`src/rtl/rs_pkg.sv`:
```
package rs_pkg;
  localparam int GRAN_LOG = 3;   // 8-byte granule
  localparam int LINE_LOG = 3;   // granules per 64-byte line, log2
  localparam int GRP_MAX  = 3;   // cap on group size, log2 of lines

  typedef enum logic {
    S_IDLE  = 1'b0,
    S_ISSUE = 1'b1
  } split_state_e;
endpackage

```
`src/rtl/rs_cmd_norm.sv`:
```
module rs_cmd_norm #(
  parameter int ADDR_W = 48,
  parameter int CNT_W  = 16,
  localparam int GA_W  = ADDR_W - rs_pkg::GRAN_LOG
) (
  input  logic [ADDR_W-1:0] addr,
  input  logic [CNT_W-1:0]  bytes,
  output logic [GA_W:0]     start_g,
  output logic [GA_W:0]     end_g,
  output logic              empty
);
  logic [ADDR_W:0] sum;
  logic [2:0]      unused_lo;

  // round the exclusive end up to a granule
  assign sum = {1'b0, addr} + {{(ADDR_W+1-CNT_W){1'b0}}, bytes} + (ADDR_W+1)'(7);
  assign unused_lo = sum[2:0];
  assign end_g   = sum[ADDR_W:rs_pkg::GRAN_LOG];
  assign start_g = {1'b0, addr[ADDR_W-1:rs_pkg::GRAN_LOG]};
  assign empty   = (bytes == '0);
endmodule

```
`src/rtl/rs_chunk.sv`:
```
module rs_chunk #(
  parameter int GA_W = 45
) (
  input  logic [GA_W:0] cur_g,
  input  logic [GA_W:0] end_g,
  input  logic [1:0]    grp_log,
  output logic [GA_W:0] nxt_g,
  output logic [2:0]    len_code,
  output logic          last,
  output logic          grp_end
);
  logic [GA_W:0] bnd;
  logic [GA_W:0] gmask;
  logic [3:0]    units;

  // next 64-byte line boundary, in granules
  assign bnd   = {cur_g[GA_W:rs_pkg::LINE_LOG] + {{(GA_W-3){1'b0}}, 1'b1}, 3'b000};
  assign nxt_g = (bnd < end_g) ? bnd : end_g;
  assign units = nxt_g[3:0] - cur_g[3:0];
  assign len_code = 3'(units - 4'd1);
  assign last  = (nxt_g == end_g);
  assign gmask = ((GA_W+1)'(8) << grp_log) - (GA_W+1)'(1);
  assign grp_end = last || ((nxt_g & gmask) == '0);
endmodule

```
`src/rtl/rd_split.sv`:
```
module rd_split #(
  parameter int ADDR_W = 48,
  parameter int CNT_W  = 16,
  localparam int GA_W  = ADDR_W - rs_pkg::GRAN_LOG
) (
  input  logic              clk,
  input  logic              rst_n,
  input  logic              cmd_valid,
  output logic              cmd_ready,
  input  logic [ADDR_W-1:0] cmd_addr,
  input  logic [CNT_W-1:0]  cmd_bytes,
  input  logic [2:0]        opt_size,
  output logic              req_valid,
  input  logic              req_ready,
  output logic [ADDR_W-1:0] req_addr,
  output logic [2:0]        req_len,
  output logic              req_last,
  output logic              req_grp_end
);
  import rs_pkg::*;

  split_state_e state_q, state_d;
  logic [GA_W:0] cur_q, cur_d, end_q, end_d;
  logic [1:0]    grp_q, grp_d;
  logic          reg_en;

  logic [GA_W:0] n_start, n_end, c_nxt;
  logic          n_empty, c_last;
  logic [1:0]    grp_sel;
  logic          accept, advance;

  rs_cmd_norm #(.ADDR_W(ADDR_W), .CNT_W(CNT_W)) u_norm (
    .addr(cmd_addr), .bytes(cmd_bytes),
    .start_g(n_start), .end_g(n_end), .empty(n_empty)
  );

  rs_chunk #(.GA_W(GA_W)) u_chunk (
    .cur_g(cur_q), .end_g(end_q), .grp_log(grp_q),
    .nxt_g(c_nxt), .len_code(req_len), .last(c_last), .grp_end(req_grp_end)
  );

  assign grp_sel   = (opt_size > 3'(GRP_MAX)) ? 2'(GRP_MAX) : opt_size[1:0];
  assign cmd_ready = (state_q == S_IDLE);
  assign req_valid = (state_q == S_ISSUE);
  assign accept    = cmd_valid && cmd_ready && !n_empty;
  assign advance   = req_valid && req_ready;

  always_comb begin
    state_d = state_q;
    cur_d   = cur_q;
    end_d   = end_q;
    grp_d   = grp_q;
    reg_en  = 1'b0;
    if (accept) begin
      state_d = S_ISSUE;
      cur_d   = n_start;
      end_d   = n_end;
      grp_d   = grp_sel;
      reg_en  = 1'b1;
    end else if (advance) begin
      cur_d  = c_nxt;
      reg_en = 1'b1;
      if (c_last) state_d = S_IDLE;
    end
  end

  always_ff @(posedge clk or negedge rst_n) begin
    if (!rst_n) begin
      state_q <= S_IDLE;
      cur_q   <= '0;
      end_q   <= '0;
      grp_q   <= '0;
    end else if (reg_en) begin
      state_q <= state_d;
      cur_q   <= cur_d;
      end_q   <= end_d;
      grp_q   <= grp_d;
    end
  end

  assign req_addr = {cur_q[GA_W-1:0], 3'b000};
  assign req_last = c_last;
endmodule

```
`config.mk`:
```
export PLATFORM = sky130hd
export DESIGN_NAME = rd_split
export DESIGN_NICKNAME = d
export VERILOG_FILES = /design/src/rtl/rs_pkg.sv /design/src/rtl/rs_cmd_norm.sv /design/src/rtl/rs_chunk.sv /design/src/rtl/rd_split.sv
export SDC_FILE = /design/constraint.sdc
export NUM_CORES = 1
export LEC_CHECK = 0
export ABC_AREA = 1
export ABC_CLOCK_PERIOD_IN_PS = 3800
export BUFFER_PORTS_ARGS = -buffer_cell sky130_fd_sc_hd__buf_2
export CAP_MARGIN = 40
export CELL_PAD_IN_SITES_DETAIL_PLACEMENT = 1
export CELL_PAD_IN_SITES_GLOBAL_PLACEMENT = 2
export CORE_UTILIZATION = 29
export DETAILED_ROUTE_END_ITERATION = 10
export GPL_ROUTABILITY_DRIVEN = 0
export PLACE_DENSITY = 0.83
export SYNTH_ARGS = -nofsm -noshare
export SYNTH_HDL_FRONTEND = slang
export SYNTH_HIERARCHICAL = 1
export SYNTH_SLANG_ARGS = --single-unit
```
`constraint.sdc`:
```
create_clock -name clk -period 3.8 [get_ports clk]
set_input_delay 0.19 -clock clk [delete_from_list [all_inputs] [get_ports clk]]
set_output_delay 0.19 -clock clk [all_outputs]
set_load 0.02 [all_outputs]
```
# Yosys cells after proc, flatten, opt, wreduce, memory -nomap -nowiden
# Cells that the tools add are included.
[word_totals]
ff_bits = 95
out_inout_bits = 55
in_bits = 71
[classes]
mux = 9
n_shift = 1
n_eq_ne = 1
n_addsub = 6
n_bitwise = 2
n_lt_le_gt_ge = 2
reduce_logical = 12
[ops]
columns = ["operator", "count"]
rows = [
  ["$mux W46", 3],
  ["$add A48 B16 Y49", 1],
  ["$add A49 B3 Y49 const B", 1],
  ["$and A46 B46 Y46", 1],
  ["$eq A46 B46 Y1", 1],
  ["$logic_not A46 Y1", 1],
  ["$lt A46 B46 Y1", 1],
  ["$shl A4 B2 Y46 const A", 1],
  ["$sub A46 B2 Y46 const B", 1],
  ["$add A43 B1 Y43 const B", 1],
  ["$logic_not A16 Y1", 1],
  ["$mux W1", 5],
  ["$reduce_and A2 Y1", 2],
  ["$reduce_bool A2 Y1", 2],
  ["$gt A3 B2 Y1 const B", 1],
  ["$logic_and A1 B1 Y1", 3],
  ["$reduce_and A3 Y1", 1],
  ["$sub A3 B1 Y3 const B", 1],
  ["$sub A3 B3 Y3", 1],
  ["$mux W2", 1],
  ["$logic_not A1 Y1", 1],
  ["$logic_or A1 B1 Y1", 1],
  ["$not A1 Y1", 1],
]

# Logic depth before layout (Yosys ltp)
[depth]
ltp_word = 7
ltp_mapped = 32
ltp_nobuf = 31

# Cells and area by module
# The synthesis kept the hierarchy.
[by_module_without_submodules]
columns = ["mod", "n_inst", "seq_area_each_um2", "area_per_inst_um2", "cells_per_inst"]
rows = [
  ["rd_split", 1, 2377.3, 4598.2, 541],
  ["rs_chunk", 1, 0.0, 4526.8, 895],
  ["rs_cmd_norm", 1, 0.0, 3109.2, 595],
]

# Worst setup path after synthesis
# Ideal clock, no wire load.
[synth_timing]
path_kind = "reg2out"
from = "reg cur_q[3]"
to = "out req_len[2]"
arrival_ns = 3.982
stages_incl_launch_ff = 27
slack_ns = -0.372
path_buffers = 2
cell_sequence = "dfrtp_1 > ha_1 > inv_2 > nor2_8 > nand2_4 > nor2_2 > nand4_1 > xor2_1 > inv_1 > ha_1 > nand2_1 > inv_1 > nand2_1 > nor2_1 > nand2_1 > nor3_2 > nand2_2 > nand2_4 > buf_6 > buf_6 > nand2_1 > inv_1 > ha_1 > inv_1 > fa_1 > xnor2_1 > xor2_1"
[synth_via]
elab_chain_len = 5
[synth_rtl]
columns = ["item", "line", "text"]
rows = [
  ["start, declared", "rd_split.sv:23", "logic [GA_W:0] cur_q, cur_d, end_q, end_d;"],
  ["start signal, assigned", "rd_split.sv:75", "cur_q <= cur_d;"],
  ["$add A43 B1 Y43", "rs_chunk.sv:17", "assign bnd = {cur_g[GA_W:rs_pkg::LINE_LOG] + {{(GA_W-3){1'b0}}, 1'b1}, 3'b000};"],
  ["$lt A46 B46 Y1", "rs_chunk.sv:18", "assign nxt_g = (bnd < end_g) ? bnd : end_g;"],
  ["$mux W46", "rs_chunk.sv:18", ""],
  ["via c_nxt[0]", "rd_split.sv:27", "logic [GA_W:0] n_start, n_end, c_nxt;"],
  ["$sub A3 B3 Y3", "rs_chunk.sv:19", "assign units = nxt_g[3:0] - cur_g[3:0];"],
  ["$sub A3 B1 Y3", "rs_chunk.sv:20", "assign len_code = 3'(units - 4'd1);"],
  ["end, declared", "rd_split.sv:16", "output logic [2:0] req_len,"],
]
# The timed path passes the listed nets, and every way through them passes these cells.

# Worst setup path in the final report
[layout_timing]
from = "reg cur_q[4]"
to = "out req_last"
[layout_via]
elab_chain_len = 4
[layout_rtl]
columns = ["item", "line", "text"]
rows = [
  ["$add A43 B1 Y43 *", "rs_chunk.sv:17", ""],
  ["$lt A46 B46 Y1", "rs_chunk.sv:18", ""],
  ["$mux W46 *", "rs_chunk.sv:18", ""],
  ["$eq A46 B46 Y1 *", "rs_chunk.sv:21", "assign last = (nxt_g == end_g);"],
  ["end, declared", "rd_split.sv:17", "output logic req_last,"],
]
# Every way passes the cells marked *; elsewhere a longest branch is shown, timed or not.

==> metrics.txt <==
# TYPE chip_impl_metric gauge
chip_impl_info{name="top_layer_used",value="met4"} 1
chip_impl_metric{name="finalNetCount",unit=""} 2432
chip_impl_metric{name="drt_first_pass_iters",unit=""} 5
chip_impl_metric{name="cts-buffers-inserted",unit=""} 9
chip_impl_metric{name="syn2layout_area_growth",unit="%"} 30.0
chip_impl_metric{name="core_area",unit="um^2"} 41200
chip_impl_metric{name="max_slew_headroom_at_the_worst_pin",unit="%"} 40.2
chip_impl_metric{name="final.setup_skew",unit="ps"} 7.01
chip_impl_metric{name="grt.total_usage",unit="%"} 25.3
chip_impl_metric{name="pre_cts_slack",unit="ps"} -674
chip_impl_metric{name="netlist_area",unit="um^2"} 12200
chip_impl_info{name="violations",value="negative setup slack"} 1
chip_impl_metric{name="die_outline_width",unit="um"} 207
chip_impl_metric{name="synth_sequential_area_ratio",unit="%"} 19.4
chip_impl_info{name="cp-end-kind",value="primary output"} 1
chip_impl_info{name="hp-start",value="opt_size[0]"} 1
chip_impl_info{name="worst_r2r_startpoint",value="cur_q[4]"} 1
chip_impl_metric{name="met2RoutedLength",unit="um"} 25700
chip_impl_metric{name="timing_hold_violations_final",unit=""} 0
chip_impl_metric{name="arr_time_crit_path",unit="ps"} 4460
chip_impl_metric{name="pin_count",unit=""} 126
chip_impl_metric{name="ys_warn_count",unit=""} 6
chip_impl_metric{name="cts_num_sinks",unit=""} 95
chip_impl_metric{name="critical_path_required",unit="ps"} 3610
chip_impl_metric{name="post_route_minimum_period",unit="ps"} 4650
chip_impl_info{name="critPathTopFamily",value="simple AND/OR/NAND/NOR gates"} 1
chip_impl_metric{name="vdd_drop_max",unit="mV"} 0.447
chip_impl_metric{name="critical_path_buf_inv_count",unit=""} 5
chip_impl_metric{name="drc",unit=""} 0
chip_impl_metric{name="critical_path_peak_fanout",unit=""} 18
chip_impl_metric{name="post-synth-top-area-fraction",unit="%"} 20.2
chip_impl_info{name="cts_tree",value="yes"} 1
chip_impl_metric{name="drt-total-wl",unit="um"} 56600
chip_impl_metric{name="drt_first_iter_violations",unit=""} 917
chip_impl_metric{name="mean_syn_cell_area",unit="um^2"} 6.02
chip_impl_metric{name="slowest_delay",unit="ps"} 430
chip_impl_metric{name="drive_above_1_share",unit="%"} 29.4
chip_impl_info{name="run_status",value="finished with violations"} 1
chip_impl_metric{name="finalWorstSetupSlack",unit="ps"} -851
chip_impl_info{name="root_buffer",value="clkbuf_16"} 1
chip_impl_info{name="class_of_the_tightest_hold_or_removal_check",value="in2reg"} 1
chip_impl_metric{name="setup_viol",unit=""} 16
chip_impl_metric{name="htreeDepth",unit=""} 3
chip_impl_metric{name="final_max_slew_viol_count",unit=""} 0
chip_impl_metric{name="grt_pass1_wl",unit="um"} 84600
chip_impl_metric{name="drt-wirelength-per-cell",unit="um"} 20.1
chip_impl_metric{name="timing.reg2reg.setup_slack",unit="ps"} -370
chip_impl_info{name="synthTopCellsByArea",value="nand2_1 (20%), dfrtp_1 (19%), nand3_1 (11%)"} 1
chip_impl_metric{name="leakage",unit="nW"} 8.51
chip_impl_metric{name="async_reset_ff_share",unit="%"} 100
chip_impl_metric{name="ctsLongestPathBuffers",unit=""} 2
chip_impl_info{name="synth_top_area_cell",value="nand2_1"} 1
chip_impl_metric{name="syn-instance-count",unit=""} 2031
chip_impl_metric{name="grt_max_degree",unit=""} 94
chip_impl_info{name="grt_setup_unrepaired",value="yes"} 1
chip_impl_metric{name="clock_network_latency_to_the_later_pin_of_the_worst_skew_pair",unit="ps"} 360
chip_impl_metric{name="tightestPinTransition",unit="ps"} 897
chip_impl_info{name="worstSetupStartpointType",value="flop"} 1
chip_impl_metric{name="io_buffers",unit=""} 122
chip_impl_info{name="setup.worst_path.start",value="cur_q[4]"} 1
chip_impl_metric{name="antenna_violating_nets_post_route",unit=""} 0
chip_impl_info{name="timing.critical_path.mode_cell",value="nand2_1"} 1
chip_impl_metric{name="fin_hold_ws",unit="ps"} 109
chip_impl_metric{name="layout_worst_path_cycle_share",unit="%"} 122
chip_impl_metric{name="met1_length",unit="um"} 26900
chip_impl_metric{name="die_area",unit="um^2"} 43000
chip_impl_info{name="cp_cell_sequence",value="nand2_2, nor2_4, nand2_1, buf_4, nor2_2, nand2_1, xnor2_1, ha_1, nand2_1, nor2_2, nand4_1, nor3_4, nand2_4, nand2_8, inv_6, buf_12, nand3_1, nand2_1, nor2_1, nand3_1, nor2_4, nand2_2, inv_2, buf_6"} 1
chip_impl_metric{name="die_span_y",unit="um"} 207
chip_impl_metric{name="antenna-diode-count",unit=""} 0
chip_impl_metric{name="cap_viol_max_count",unit=""} 0
chip_impl_metric{name="route.vias.total",unit=""} 14700
chip_impl_metric{name="grt.overflow.total",unit=""} 0
chip_impl_metric{name="wl_met3",unit="um"} 2600
chip_impl_metric{name="synth_edf_count",unit=""} 0
chip_impl_metric{name="row_count",unit=""} 74
chip_impl_info{name="critPathSlowestCell",value="dfrtp_2"} 1
chip_impl_metric{name="number_of_global_route_vias_before_repair",unit=""} 14800
chip_impl_metric{name="synth.ff_latch_count",unit=""} 95
chip_impl_metric{name="number_of_antenna_violations_at_the_first_check_in_global_routing",unit=""} 1
chip_impl_metric{name="place_hpwl",unit="um"} 43900
chip_impl_metric{name="pwr_density_cell",unit="nW/um^2"} 744
chip_impl_metric{name="route.detailed.vias_per_inst",unit=""} 5.20
chip_impl_info{name="crit_type",value="reg2out"} 1
chip_impl_metric{name="max_freq",unit="MHz"} 215
chip_impl_metric{name="worst_setup_hold_path_clk_slew",unit="ps"} 70
chip_impl_metric{name="yosysUniqueCellTypes",unit=""} 48
chip_impl_metric{name="starting_density",unit="%"} 29.7
chip_impl_info{name="synth-main-ff-cell",value="dfrtp_1"} 1
## registers in the layout, indices dropped and copies added, names as in the netlist
name and flops:
req_valid 1, cur_q 46, end_q 46, grp_q 2
## layout make-up
class / count / area, um^2
clock inverter: 5 / 104
tap: 532 / 666
clock buffer: 11 / 243
multi-input combinational: 1530 / 8560
fill: 5423 / 25300
inverter: 247 / 940
timing repair buffer: 401 / 3010
sequential: 95 / 2400
## per-layer routing
metal / track usage (%) / vias up
li1: - / 6913
met1: 36.0 / 7286
met2: 40.8 / 400
met3: 1.86 / 65
met4: 7.59 / 0
met5: 0 / -
## power breakdown
part / leakage (nW) / total (mW) / internal, mW / switching (mW)
clock network: 0.170 / 1.09 / 0.663 / 0.431
logic: 7.14 / 8.91 / 3.89 / 5.02
registers: 1.20 / 1.83 / 1.37 / 0.459
total: 8.51 / 11.8 / 5.93 / 5.91
## path summary, 6_finish.rpt
| check | cells after the start | endpoint |
|---|---|---|
| max | 24 | req_last |
| min | 3 | grp_q[0] |
| max reg2reg | 24 | req_valid |
| min reg2reg | 2 | end_q[4] |
| max in group asynchronous | 3 | cur_q[36] |
| min in group asynchronous | 2 | cur_q[2] |
## repair_timing
action	in CTS	in global routing
gates resized for setup	104	137
gates cloned	4	2
setup endpoints to repair	33	46
pin swaps	33	61
endpoints found under the hold margin	50	0
hold buffers	1	0
setup buffers	29	18
## logic make-up (layout without fill, tap and decap cells)
logic type	Yosys count	count (layout)	share of synthesized area, %
xor+xnor	42	42	3.31
fa+ha+maj	77	77	7.94
compound gates	109	109	5.22
flops	95	95	19.4
buf+inv	409	664	16.8
other cells	2	4	0.0614
simple gates	1297	1298	47.2
## metrics by stage
| step | util (%) | std cells | cell area [um^2] | power, mW | setup TNS (ps) |
|---|---|---|---|---|---|
| floorplan | - | 2033 | 12300 | 6.08 | -96.2 |
| global placement | 34.5 | 2752 | 14200 | 8.82 | -2670 |
| detailed placement | 34.5 | 2752 | 14200 | 9.02 | -5050 |
| CTS | 37.1 | 2802 | 15300 | 11.0 | -2880 |
| global route | 38.6 | 2821 | 15900 | 12.6 | -8250 |
| finish | 38.6 | 2821 | 15900 | 11.8 | -4330 |
## cell usage after synthesis, types with 4 or more instances
cell type,number
nor2_4,4
a21oi_1,46
xnor2_1,7
o21ai_0,26
nor2_2,14
xor2_1,30
xor2_2,4
nor2_1,181
dfrtp_1,95
clkbuf_1,6
inv_1,228
ha_1,76
nand4_1,88
nand2_2,18
nor3_2,8
nor3_1,9
nand3b_1,12
inv_2,16
nor4_1,6
nand3_2,4
nand3_1,277
buf_4,113
o21a_1,11
or2_2,5
a21o_1,6
nand2_1,660
o21ai_1,7
buf_6,7
o211ai_1,4
buf_2,35
## worst min-delay path: stages
cell	delay (ps)
buf_2	70
nor2_1	30
o21ai_0	140
## cell usage in the layout (no fill, tap or decap), types with 5 or more instances in the layout
cell and n:
nand2_4 10, o21ai_1 8, nand3b_1 12, dfrtp_1 80
o21ai_0 22, ha_1 69, xor2_1 25, inv_1 217
buf_12 9, nand2_2 63, buf_2 116, buf_4 253
ha_4 7, nand3_1 268, xor2_2 8, nor2_1 132
nand3_2 10, buf_6 14, clkbuf_16 11, nor4_1 6
nor2_2 42, nand4_1 88, a21o_1 6, nand2_1 606
nor2_4 25, inv_2 24, dfrtp_2 15, o21ai_2 6
nor3_2 10, o21a_1 11, a21oi_1 39, a21oi_2 8
or2_2 5
No activity file was read; power rests on OpenSTA's default activity.
